==> src/rtl/spi3w_pkg.sv <==
package spi3w_pkg;
  localparam int unsigned FRAME_BITS = 16;
  localparam int unsigned BYTE_BITS  = 8;
  localparam int unsigned ADDR_BITS  = 7;
  localparam int unsigned CNT_W      = $clog2(FRAME_BITS + 1);

  localparam logic [ADDR_BITS-1:0] ADDR_MODE = 7'h01;
  localparam logic [ADDR_BITS-1:0] ADDR_KEY  = 7'h0F;
  localparam logic [BYTE_BITS-1:0] KEY_OPEN  = 8'hFF;

  typedef struct packed {
    logic       rgb24;
    logic       ser_reset;
    logic [1:0] drv_level;
  } mode_t;
endpackage

==> src/rtl/spi3w_sync.sv <==
module spi3w_sync #(
  parameter int unsigned WIDTH  = 1,
  parameter int unsigned STAGES = 2,
  parameter logic [WIDTH-1:0] RST_VAL = '0
) (
  input  logic             clk,
  input  logic             rst_n,
  input  logic [WIDTH-1:0] d_i,
  output logic [WIDTH-1:0] q_o
);
  logic [WIDTH-1:0] stage_q [STAGES];

  for (genvar s = 0; s < STAGES; s++) begin : g_stage
    always_ff @(posedge clk or negedge rst_n) begin
      if (!rst_n) begin
        stage_q[s] <= RST_VAL;
      end else if (s == 0) begin
        stage_q[s] <= d_i;
      end else begin
        stage_q[s] <= stage_q[(s == 0) ? 0 : s-1];
      end
    end
  end

  assign q_o = stage_q[STAGES-1];
endmodule

==> src/rtl/spi3w_shifter.sv <==
module spi3w_shifter
  import spi3w_pkg::*;
(
  input  logic                 clk,
  input  logic                 rst_n,
  input  logic                 csn_s,
  input  logic                 sclk_s,
  input  logic                 sdi_s,
  input  logic [BYTE_BITS-1:0] rd_data_i,
  output logic [ADDR_BITS-1:0] rd_addr_o,
  output logic                 wr_en_o,
  output logic [ADDR_BITS-1:0] wr_addr_o,
  output logic [BYTE_BITS-1:0] wr_data_o,
  output logic                 sdo_o,
  output logic                 sdo_oe_o
);
  localparam logic [CNT_W-1:0] CNT_CMD_LAST  = CNT_W'(BYTE_BITS - 1);
  localparam logic [CNT_W-1:0] CNT_DATA_FST  = CNT_W'(BYTE_BITS);
  localparam logic [CNT_W-1:0] CNT_DATA_LAST = CNT_W'(FRAME_BITS - 1);
  localparam logic [CNT_W-1:0] CNT_FULL      = CNT_W'(FRAME_BITS);

  logic                 sclk_d_q;
  logic [CNT_W-1:0]     cnt_q, cnt_n;
  logic [BYTE_BITS-1:0] shreg_q, shreg_n;
  logic [BYTE_BITS-1:0] cmd_q, cmd_n;
  logic [BYTE_BITS-1:0] tx_q, tx_n;
  logic                 sdo_q, sdo_n;
  logic                 oe_q, oe_n;
  logic                 rise, fall;
  logic [BYTE_BITS-1:0] byte_now;
  logic                 wr_en;

  always_comb begin
    rise     = sclk_s & ~sclk_d_q;
    fall     = ~sclk_s & sclk_d_q;
    byte_now = {shreg_q[BYTE_BITS-2:0], sdi_s};
    cnt_n    = cnt_q;
    shreg_n  = shreg_q;
    cmd_n    = cmd_q;
    tx_n     = tx_q;
    sdo_n    = sdo_q;
    oe_n     = oe_q;
    wr_en    = 1'b0;
    if (csn_s) begin
      cnt_n = '0;
      oe_n  = 1'b0;
    end else begin
      if (rise && (cnt_q < CNT_FULL)) begin
        shreg_n = byte_now;
        cnt_n   = cnt_q + 1'b1;
        if (cnt_q == CNT_CMD_LAST) begin
          cmd_n = byte_now;
          tx_n  = rd_data_i;
        end
        if ((cnt_q == CNT_DATA_LAST) && !cmd_q[BYTE_BITS-1]) begin
          wr_en = 1'b1;
        end
      end
      if (fall) begin
        if (cmd_q[BYTE_BITS-1] && (cnt_q >= CNT_DATA_FST) && (cnt_q <= CNT_DATA_LAST)) begin
          sdo_n = tx_q[BYTE_BITS-1];
          tx_n  = {tx_q[BYTE_BITS-2:0], 1'b0};
          oe_n  = 1'b1;
        end else begin
          oe_n  = 1'b0;
        end
      end
    end
  end

  always_ff @(posedge clk or negedge rst_n) begin
    if (!rst_n) begin
      sclk_d_q <= 1'b0;
      cnt_q    <= '0;
      shreg_q  <= '0;
      cmd_q    <= '0;
      tx_q     <= '0;
      sdo_q    <= 1'b0;
      oe_q     <= 1'b0;
    end else begin
      sclk_d_q <= sclk_s;
      cnt_q    <= cnt_n;
      shreg_q  <= shreg_n;
      cmd_q    <= cmd_n;
      tx_q     <= tx_n;
      sdo_q    <= sdo_n;
      oe_q     <= oe_n;
    end
  end

  assign rd_addr_o = byte_now[ADDR_BITS-1:0];
  assign wr_en_o   = wr_en;
  assign wr_addr_o = cmd_q[ADDR_BITS-1:0];
  assign wr_data_o = byte_now;
  assign sdo_o     = sdo_q;
  assign sdo_oe_o  = oe_q;

  AST_CNT_BOUNDED: assert property (@(posedge clk) disable iff (!rst_n)
    cnt_q <= CNT_FULL);
  AST_COMMIT_AT_FULL: assert property (@(posedge clk) disable iff (!rst_n)
    wr_en |=> (cnt_q == CNT_FULL));
  AST_DESELECT_CLEARS: assert property (@(posedge clk) disable iff (!rst_n)
    csn_s |=> (cnt_q == '0));
  AST_OE_IDLE_LOW: assert property (@(posedge clk) disable iff (!rst_n)
    (csn_s && $past(csn_s)) |-> !oe_q);
endmodule

==> src/rtl/spi3w_regfile.sv <==
module spi3w_regfile
  import spi3w_pkg::*;
(
  input  logic                 clk,
  input  logic                 rst_n,
  input  logic                 wr_en_i,
  input  logic [ADDR_BITS-1:0] wr_addr_i,
  input  logic [BYTE_BITS-1:0] wr_data_i,
  input  logic [ADDR_BITS-1:0] rd_addr_i,
  output logic [BYTE_BITS-1:0] rd_data_o,
  output logic                 enabled_o,
  output mode_t                mode_o
);
  logic [BYTE_BITS-1:0] key_q, key_n;
  mode_t                mode_q, mode_n;
  logic                 unlocked;

  always_comb begin
    unlocked = (key_q == KEY_OPEN);
    key_n    = key_q;
    mode_n   = mode_q;
    if (wr_en_i) begin
      if (wr_addr_i == ADDR_KEY) begin
        key_n = wr_data_i;
      end else if (unlocked && (wr_addr_i == ADDR_MODE)) begin
        mode_n.rgb24     = wr_data_i[0];
        mode_n.ser_reset = wr_data_i[1];
        mode_n.drv_level = wr_data_i[5:4];
      end
    end
  end

  always_comb begin
    unique case (rd_addr_i)
      ADDR_KEY:  rd_data_o = key_q;
      ADDR_MODE: rd_data_o = {2'b00, mode_q.drv_level, 2'b00, mode_q.ser_reset, mode_q.rgb24};
      default:   rd_data_o = '0;
    endcase
  end

  always_ff @(posedge clk or negedge rst_n) begin
    if (!rst_n) begin
      key_q  <= '0;
      mode_q <= '0;
    end else begin
      key_q  <= key_n;
      mode_q <= mode_n;
    end
  end

  assign enabled_o = unlocked;
  assign mode_o    = mode_q;

  AST_MODE_NEEDS_KEY: assert property (@(posedge clk) disable iff (!rst_n)
    !$stable(mode_q) |-> ($past(key_q) == KEY_OPEN) && $past(wr_en_i));
  AST_ENABLE_BY_KEY_WRITE: assert property (@(posedge clk) disable iff (!rst_n)
    $rose(enabled_o) |-> $past(wr_en_i) && ($past(wr_addr_i) == ADDR_KEY));
endmodule

==> src/rtl/spi3w_cfg_slave.sv <==
module spi3w_cfg_slave
  import spi3w_pkg::*;
#(
  parameter int unsigned SYNC_STAGES = 2
) (
  input  logic       clk,
  input  logic       rst_n,
  input  logic       spi_csn,
  input  logic       spi_sclk,
  input  logic       spi_sdi,
  output logic       spi_sdo,
  output logic       spi_sdo_oe,
  output logic       cfg_enabled,
  output logic       cfg_rgb24,
  output logic       cfg_ser_reset,
  output logic [1:0] cfg_drv_level
);
  logic [2:0]           pins_s;
  logic                 csn_s, sclk_s, sdi_s;
  logic [ADDR_BITS-1:0] rd_addr, wr_addr;
  logic [BYTE_BITS-1:0] rd_data, wr_data;
  logic                 wr_en;
  mode_t                mode;

  spi3w_sync #(.WIDTH(3), .STAGES(SYNC_STAGES), .RST_VAL(3'b100)) sync_i (
    .clk   (clk),
    .rst_n (rst_n),
    .d_i   ({spi_csn, spi_sclk, spi_sdi}),
    .q_o   (pins_s)
  );
  assign {csn_s, sclk_s, sdi_s} = pins_s;

  spi3w_shifter shift_i (
    .clk       (clk),
    .rst_n     (rst_n),
    .csn_s     (csn_s),
    .sclk_s    (sclk_s),
    .sdi_s     (sdi_s),
    .rd_data_i (rd_data),
    .rd_addr_o (rd_addr),
    .wr_en_o   (wr_en),
    .wr_addr_o (wr_addr),
    .wr_data_o (wr_data),
    .sdo_o     (spi_sdo),
    .sdo_oe_o  (spi_sdo_oe)
  );

  spi3w_regfile regs_i (
    .clk       (clk),
    .rst_n     (rst_n),
    .wr_en_i   (wr_en),
    .wr_addr_i (wr_addr),
    .wr_data_i (wr_data),
    .rd_addr_i (rd_addr),
    .rd_data_o (rd_data),
    .enabled_o (cfg_enabled),
    .mode_o    (mode)
  );

  assign cfg_rgb24     = mode.rgb24;
  assign cfg_ser_reset = mode.ser_reset;
  assign cfg_drv_level = mode.drv_level;
endmodule

==> config.mk <==
export PLATFORM = sky130hd
export DESIGN_NAME = spi3w_cfg_slave
export DESIGN_NICKNAME = d
export VERILOG_FILES = /design/src/rtl/spi3w_pkg.sv /design/src/rtl/spi3w_sync.sv /design/src/rtl/spi3w_shifter.sv /design/src/rtl/spi3w_regfile.sv /design/src/rtl/spi3w_cfg_slave.sv
export SDC_FILE = /design/constraint.sdc
export NUM_CORES = 1
export LEC_CHECK = 0
export ABC_AREA = 1
export CAP_MARGIN = 10
export CORE_MARGIN = 4
export CORE_UTILIZATION = 30
export CTS_CLUSTER_DIAMETER = 120
export DETAILED_ROUTE_END_ITERATION = 10
export PLACE_DENSITY_LB_ADDON = 0.2
export SLEW_MARGIN = 30
export SYNTH_ARGS = -nofsm -noshare
export SYNTH_HDL_FRONTEND = slang
export SYNTH_SLANG_ARGS = --single-unit
==> constraint.sdc <==
create_clock -name clk -period 2.8 [get_ports clk]
set_clock_uncertainty 0.15 [all_clocks]
set_input_delay 0.28 -clock clk [delete_from_list [all_inputs] [get_ports clk]]
set_output_delay 0.28 -clock clk [all_outputs]
set_load 0.005 [all_outputs]
# Yosys cells after proc, flatten, opt, wreduce, memory -nomap -nowiden
# Index checks and enable logic that the tools add are counted.
# W data, S select, Z words.
[classes]
add_sub_neg = 1
order_cmp = 3
n_eq_ne = 7
n_mux = 13
bitwise = 6
n_reduce_logical = 13
[op_table]
columns = ["operator", "n"]
rows = [
  ["$mux W8", 4],
  ["$pmux W8 S2", 1],
  ["$eq A7 B1 Y1 const B", 2],
  ["$eq A7 B4 Y1 const B", 2],
  ["$mux W5", 2],
  ["$reduce_and A3 Y1", 3],
  ["$eq A8 B8 Y1 const B", 1],
  ["$mux W1", 6],
  ["$add A5 B1 Y5 const B", 1],
  ["$eq A5 B3 Y1 const B", 1],
  ["$eq A5 B4 Y1 const B", 1],
  ["$ge A5 B4 Y1 const B", 1],
  ["$le A5 B4 Y1 const B", 1],
  ["$logic_and A1 B1 Y1", 5],
  ["$lt A5 B5 Y1 const B", 1],
  ["$not A1 Y1", 4],
  ["$reduce_and A2 Y1", 2],
  ["$reduce_bool A2 Y1", 2],
  ["$and A1 B1 Y1", 2],
  ["$logic_not A1 Y1", 1],
]
[word_totals]
regBits = 49
wordCells = 56

# Depth between registers and ports, before layout
# Gate-level depths: netlist of the first run.
[logic_depth]
word_depth = 6
depth_mapped = 10

# Hierarchy
# Synthesis of the first run repeated with hierarchy kept, for this count alone.
[hier_totals]
hier_cells = 317
hier_area_um2 = 2595.0
[modules_own_cells]
columns = ["mod", "n_inst", "cells_per_inst", "area_per_inst_um2"]
rows = [
  ["spi3w_shifter", 1, 208, 1682.9],
  ["spi3w_regfile", 1, 100, 737.0],
  ["spi3w_sync", 1, 9, 175.2],
]

# Worst setup path after synthesis of the first run
# OpenSTA, ideal clock, no wires.
[synth_timing]
path_kind = "reg2reg"
start = "reg shift_i.cnt_q[0]"
end = "reg regs_i.key_q[2]"
t_arrival_ps = 1464
required_ps = 2532
slack_ps = 1069
path_stages_with_launch = 11
n_path_buf = 1
synth_period_minus_slack_ps = 1731
cell_sequence = "dfrtp_1 > ha_1 > nand2_1 > nor2_1 > ha_1 > inv_1 > nor3_4 > nand2_2 > buf_6 > nand2_1 > o21ai_2"
[synth_between]
elab_chain_cells = 6
word_cells_on_any_way = 8
[synth_lines]
columns = ["element", "line", "rtl"]
rows = [
  ["from (decl)", "spi3w_shifter.sv:23", "logic [CNT_W-1:0] cnt_q, cnt_n;"],
  ["from (signal assigned)", "spi3w_shifter.sv:82", "cnt_q <= cnt_n;"],
  ["parallel branches: the longest is 3 deep, another holds $lt A5 B5 Y1", "--", ""],
  ["$mux W1 *", "spi3w_shifter.sv:48", "if (rise && (cnt_q < CNT_FULL)) begin"],
  ["$mux W1 *", "spi3w_shifter.sv:44", "if (csn_s) begin"],
  ["$reduce_and A2 Y1 (no line) *", "--", ""],
  ["to (signal assigned)", "spi3w_regfile.sv:46", "key_q <= key_n;"],
  ["to (decl)", "spi3w_regfile.sv:14", "logic [BYTE_BITS-1:0] key_q, key_n;"],
]
# Every way passes the cells marked *.
# A chain may end at the register's enable or synchronous reset.

# Final worst setup path of the first run
[layout_timing]
start = "reg regs_i.key_q[2]"
end = "out cfg_enabled"
[layout_between]
elab_chain_cells = 1
[layout_lines]
columns = ["element", "line", "rtl"]
rows = [
  ["$eq A8 B8 Y1", "spi3w_regfile.sv:19", "unlocked = (key_q == KEY_OPEN);"],
  ["to (decl)", "spi3w_cfg_slave.sv:13", "output logic cfg_enabled,"],
]
# Every way passes these cells.

==> results of run 1 <==
## metal layers
layer / GRT usage / vias to the layer above / wire, µm
li1: - / 874 / -
met1: 0.171 / 800 / 2450
met2: 0.171 / 22 / 2080
met3: 0.0295 / 4 / 133
met4: 0.0349 / 0 / 29
met5: 0 / - / 0
## per-stage QoR
| step | std cells | total power, µW | instance area [µm²] | setup slack (ns) |
|---|---|---|---|---|
| after global placement | 370 | 884 | 2480 | 0.880 |
| after global routing | 379 | 1460 | 2610 | 0.624 |
| after detailed placement | 370 | 885 | 2480 | 0.874 |
| final | 379 | 1400 | 2610 | 0.785 |
| after CTS | 379 | 1420 | 2610 | 0.753 |
| after floorplan | 263 | 834 | 2270 | 1.07 |
## cell usage after synthesis (all sizes together)
cell type,n,area (µm²)
o31ai,1,7.51
and3,1,6.26
nand4,6,37.5
ha,3,37.5
dfrtp,47,1180
or2,4,25.0
nand3,25,130
clkbuf,3,11.3
o21a,1,7.51
dfstp,2,52.6
o21ai,30,176
buf,2,16.3
nand2,70,278
inv,31,116
nor3,4,42.5
nor2,33,146
## path summary, 6_finish.rpt
kind,slack [ns],depth (start not counted),start,endpoint
max,0.78,5,regs_i.key_q[2],cfg_enabled
min,0.21,0,sync_i.stage_q[5],sync_i.q_o[2]
max reg2reg,0.85,10,shift_i.cnt_q[0],shift_i.tx_q[4]
min reg2reg,0.21,0,sync_i.stage_q[5],sync_i.q_o[2]
max in group asynchronous,1.48,3,rst_n,shift_i.tx_q[1]
min in group asynchronous,0.25,2,rst_n,sync_i.stage_q[4]
## flip-flops by register name, summed over array words and instances (netlist names)
name              count
regs_i.key_q          8
regs_i.mode_o         4
shift_i.cmd_q         8
shift_i.cnt_q         5
shift_i.sclk_d_q      1
shift_i.sdo_o         1
shift_i.sdo_oe_o      1
shift_i.shreg_q       7
shift_i.tx_q          8
sync_i.q_o            3
sync_i.stage_q        3
## critical path, cell delays in order (launching register included)
cell             delay, ns
dfrtp_1               0.40
nand2_1               0.06
nor2_1                0.09
nand4_1               0.14
inv_1                 0.08
clkdlybuf4s50_1       0.50
## cells by family (layout without fill, tap and decap cells)
family          Yosys count  in the layout  synth area share
compound gates           32             32            0.0844
fa+ha+maj                 3              3            0.0166
buf+inv                  36             53            0.0635
flops                    49             49             0.542
simple gates            143            143             0.294
## layout make-up
class / count / area share
clock buffers: 5 / 0.0264
clock inverters: 3 / 0.0182
inverters: 31 / 0.0446
multi-input cells: 178 / 0.343
flip-flops and latches: 49 / 0.471
well taps: 99 / 0.0475
repair buffers: 14 / 0.0499
## where the power goes
| group | internal [µW] | total [µW] | switching [µW] |
|---|---|---|---|
| registers | 737 | 757 | 20.6 |
| logic | 29.6 | 110 | 80.7 |
| clock network | 273 | 528 | 255 |
| total | 1040 | 1400 | 356 |
==> metrics.cfg, run 1 <==
[critical_path]
crit_path_max_fanout = 3
start_kind = flip-flop
required_ns = 2.37
endpoint_kind = output pin
critPathKind = reg2out
cp.arrival_ns = 1.59

[yosys]
synthesis.nets = 271
syn_area_um2 = 2270
postSynthCellCount = 263
yosysSeqAreaShare = 0.542
synth_cell_types = 25
ys_warn_count = 0
syn_avg_cell_area_um2 = 8.62
ys_ff_latch = 49

[sta]
holdWs_ns = 0.209
rsz0062_at_grt = no
hold_viol_final = 0
post-route-min-period_ns = 2.02
maxSlewHeadroom = 0.654
max_freq_ghz = 0.496
worstMarginPinSlew_ns = 0.517
maxSlewViolCount = 0
min_period_over_period = 0.720
setup-tns-final_ns = 0
setup-violations-final = 0

[route]
num_vias = 1700
drc = 0
firstDrtPassIters = 4
vias_per_cell = 4.49
wl_per_cell_um = 12.4
drt_iter0_drc = 59
drtAntennaViolNets = 0
totalWireLength_um = 4690

[clock_network]
hold_buffers = 1
path_clk_slew_ns = 0.11
cts_buffer_depth = 2
root_buffer = clkbuf_8
cts_buffers = 5
clock_sinks = 49
clk_latency_ns = 0.31
cts_setup_buffers = 0
cts-resized-gates = 0
cts_tree = yes
htree_levels = 2

[run]
maxCapViolCount = 0

[power]
leakagePower_uw = 0.00125
powerDensity_nw_per_um2 = 535
peakVddDrop_mv = 0.341

[cells_and_area]
layout_commonest_cell = nand2_1
drive_above_1_share = 0.125
diodes = 0
synthToLayoutAreaGrowth_pct = 15.1
multi_input_area_um2 = 895
nFillCells = 789
final_cell_mix = nand2_1, dfrtp_1, inv_1, nor2_1, nand3_1
seq_area_um2 = 1230
final_util = 0.358
nets = 287

[outcome]
status = completed

[die]
placementRows = 31
die_width_um = 94.9
num_io_pins = 12
die_h_um = 94.9
core_um2 = 7290
start_util = 0.311
die_area_um2 = 9010

[placed_design]
dp_hpwl_um = 3380
gp_congestion = 0.792
portBuffers = 11

[global_routing]
grt_usage = 0.117
antenna_found_initial = 0
grt_max_degree = 36
grt_overflow_total = 0
grt_pass1_vias = 1578
grt_pass1_wl_um = 8110

[min_path]
hold_class = reg2reg

Note: power is estimated with default switching activity, not from simulation.
==> run 2, diff against run 1 <==
==> constraint.sdc (replaced) <==
create_clock -name clk -period 1.77 [get_ports clk]
set_clock_uncertainty 0.15 [all_clocks]
set_input_delay 0.177 -clock clk [delete_from_list [all_inputs] [get_ports clk]]
set_output_delay 0.177 -clock clk [all_outputs]
set_load 0.005 [all_outputs]
==> metrics.cfg, run 2 (synthesis results as in run 1) <==
[outcome]
status = completed

[critical_path]
required_ns = 1.82  ; -0.55 ns
cpMostUsedCell = nand2_2
max_stage_delay_ns = 0.36  ; -0.14 ns
cp.arrival_ns = 1.80  ; +0.21 ns
slowest_stage = dfrtp_1
critPathTopFamily = simple AND/OR/NAND/NOR gates
path_buf_inv = 2  ; unchanged
start_kind = flip-flop
cp_cell_sequence = ha_2 -> nand2_2 -> nor2_1 -> ha_1 -> inv_2 -> nor3_4 -> nand2_2 -> buf_12 -> nand2_1 -> o21ai_2
critPathKind = reg2reg
crit_path_max_fanout = 15  ; +12
endpoint_kind = flip-flop

[power]
power_frac_clock = 0.363  ; -0.015
p_sw_uw = 545  ; +53%
swShare = 0.246  ; -0.00919
power_frac_comb = 0.096  ; +0.017
leakagePower_uw = 0.00136  ; +8.6%
p_seq_frac = 0.541  ; -0.002
internal_power_uw = 1670  ; +60%
powerDensity_nw_per_um2 = 790  ; +48%
peakVddDrop_mv = 0.345  ; +1.3%

[global_routing]
grt_util_met2 = 0.191  ; +0.0206
grt_usage = 0.123  ; +0.00528
grt_use_met1 = 0.163  ; -0.00814
grt_max_degree = 50  ; +39%
grt_pass1_wl_um = 8470  ; +4.5%
busiest_layer = met2
antenna_found_initial = 0  ; unchanged
grt_overflow_total = 0  ; unchanged
grtUsageMet3 = 0.0375  ; +0.00797
grt_pass1_vias = 1754  ; +11%

[cells_and_area]
layout_commonest_cell = nand2_1
fin_cells = 398  ; +5.0%
nets = 306  ; +6.6%
diodes = 0  ; unchanged
multi_input_area_um2 = 925  ; +3.4%
drive_above_1_share = 0.204  ; +0.0790
final_cell_mix = nand2_1, dfrtp_1, inv_1, nor2_1, nand3_1
nFillCells = 789  ; unchanged
seq_area_um2 = 1230  ; unchanged
reg.largest.list = regs_i.key_q (8), shift_i.cmd_q (8), shift_i.tx_q (8)
synthToLayoutAreaGrowth_pct = 23.6

[clock_network]
htree_levels = 2  ; unchanged
cts_tree = yes
cts_buffers = 5  ; unchanged
clk_latency_ns = 0.30  ; about the same
path_clk_slew_ns = 0.10  ; about the same
clock_sinks = 49  ; unchanged
root_buffer = clkbuf_8
cts_buffer_depth = 2  ; unchanged

[route]
drt_iter0_drc = 69  ; +17%
drtAntennaViolNets = 0  ; unchanged
vias_per_cell = 4.45  ; -0.80%
wl_per_cell_um = 12.3  ; -0.68%
firstDrtPassIters = 4  ; unchanged
num_vias = 1771  ; +4.2%
totalWireLength_um = 4900  ; +4.3%
drc = 0  ; unchanged

[sta]
min_period_over_period = 0.986
maxSlewViolCount = 0  ; unchanged
setup-violations-final = 0  ; unchanged
maxSlewHeadroom = 0.766  ; +0.112
hold_viol_final = 0  ; unchanged
worstMarginPinSlew_ns = 0.349  ; -0.168 ns
rsz0062_at_grt = yes
post-route-min-period_ns = 1.75
max_freq_ghz = 0.573
setup-tns-final_ns = 0  ; unchanged

[die]
placementRows = 31  ; unchanged
die_width_um = 94.9  ; unchanged
die_area_um2 = 9010  ; unchanged
num_io_pins = 12  ; unchanged
die_h_um = 94.9  ; unchanged
start_util = 0.311  ; unchanged
core_um2 = 7290  ; unchanged

[placed_design]
gp_congestion = 0.816  ; +3.0%
dpl.cell_count = 384  ; +3.8%
portBuffers = 11  ; unchanged
dp_hpwl_um = 3470  ; +2.4%

[min_path]
hold_class = in2reg

[run]
maxCapViolCount = 0  ; unchanged

[run 2: repair_timing]
| item | CTS | global route |
|---|---|---|
| gates cloned | 0 | 0 |
| setup endpoints to repair | 15 | 22 |
| gates resized for setup | 2 | 9 |
| pin swaps | 1 | 1 |
| setup buffers | 4 | 1 |
| endpoints found under the hold margin | 49 | 0 |
| hold buffers | 1 | 0 |
[run 2: routing by layer]
layer | vias to the layer above | part of all wire
met3 | 4 | 0.043
met2 | 25 | 0.46
met5 | - | 0
met4 | 0 | 0.0078
met1 | 833 | 0.49
li1 | 909 | -
[run 2: area by class of cell]
type,count,area share
multi-input cells,178,0.330
well taps,99,0.0442
inverters,31,0.0415
flip-flops and latches,49,0.439
clock inverters,2,0.0138
clock buffers,6,0.0259
repair buffers,33,0.106
[run 2: per-stage QoR]
| stage | util | power, µW | setup slack, ns | hold slack, ns | cell area, µm² |
|---|---|---|---|---|---|
| after floorplan | - | 1320 | 0.0386 | -0.269 | 2270 |
| after global placement | 0.358 | 1440 | 0.00693 | 0.0391 | 2610 |
| after detailed placement | 0.358 | 1440 | -0.0184 | 0.0360 | 2610 |
| after CTS | 0.379 | 2250 | 0.00990 | 0.122 | 2770 |
| after global routing | 0.384 | 2330 | -0.114 | 0.120 | 2800 |
| final | 0.384 | 2210 | 0.0244 | 0.130 | 2800 |
[run 2: final timing paths]
| path | start | to | slack, ns | depth (start not counted) |
|---|---|---|---|---|
| min in group asynchronous | rst_n | shift_i.cmd_q[5] | 0.24 | 3 |
| max | shift_i.cnt_q[0] | regs_i.key_q[5] | 0.02 | 10 |
| max in group asynchronous | rst_n | sync_i.q_o[2] | 0.96 | 3 |
| min | spi_csn | sync_i.stage_q[5] | 0.13 | 1 |
| max reg2reg | shift_i.cnt_q[0] | regs_i.key_q[5] | 0.02 | 10 |
| min reg2reg | sync_i.stage_q[5] | sync_i.q_o[2] | 0.21 | 0 |
[run 2: power by group through the flow]
stage / clock network (µW) / registers (µW) / logic (µW)
after floorplan: 0 / 1210 / 106
after CTS: 830 / 1200 / 221
after detailed placement: 0 / 1220 / 218
final: 802 / 1200 / 213
after global routing: 885 / 1200 / 243
after global placement: 0 / 1220 / 217
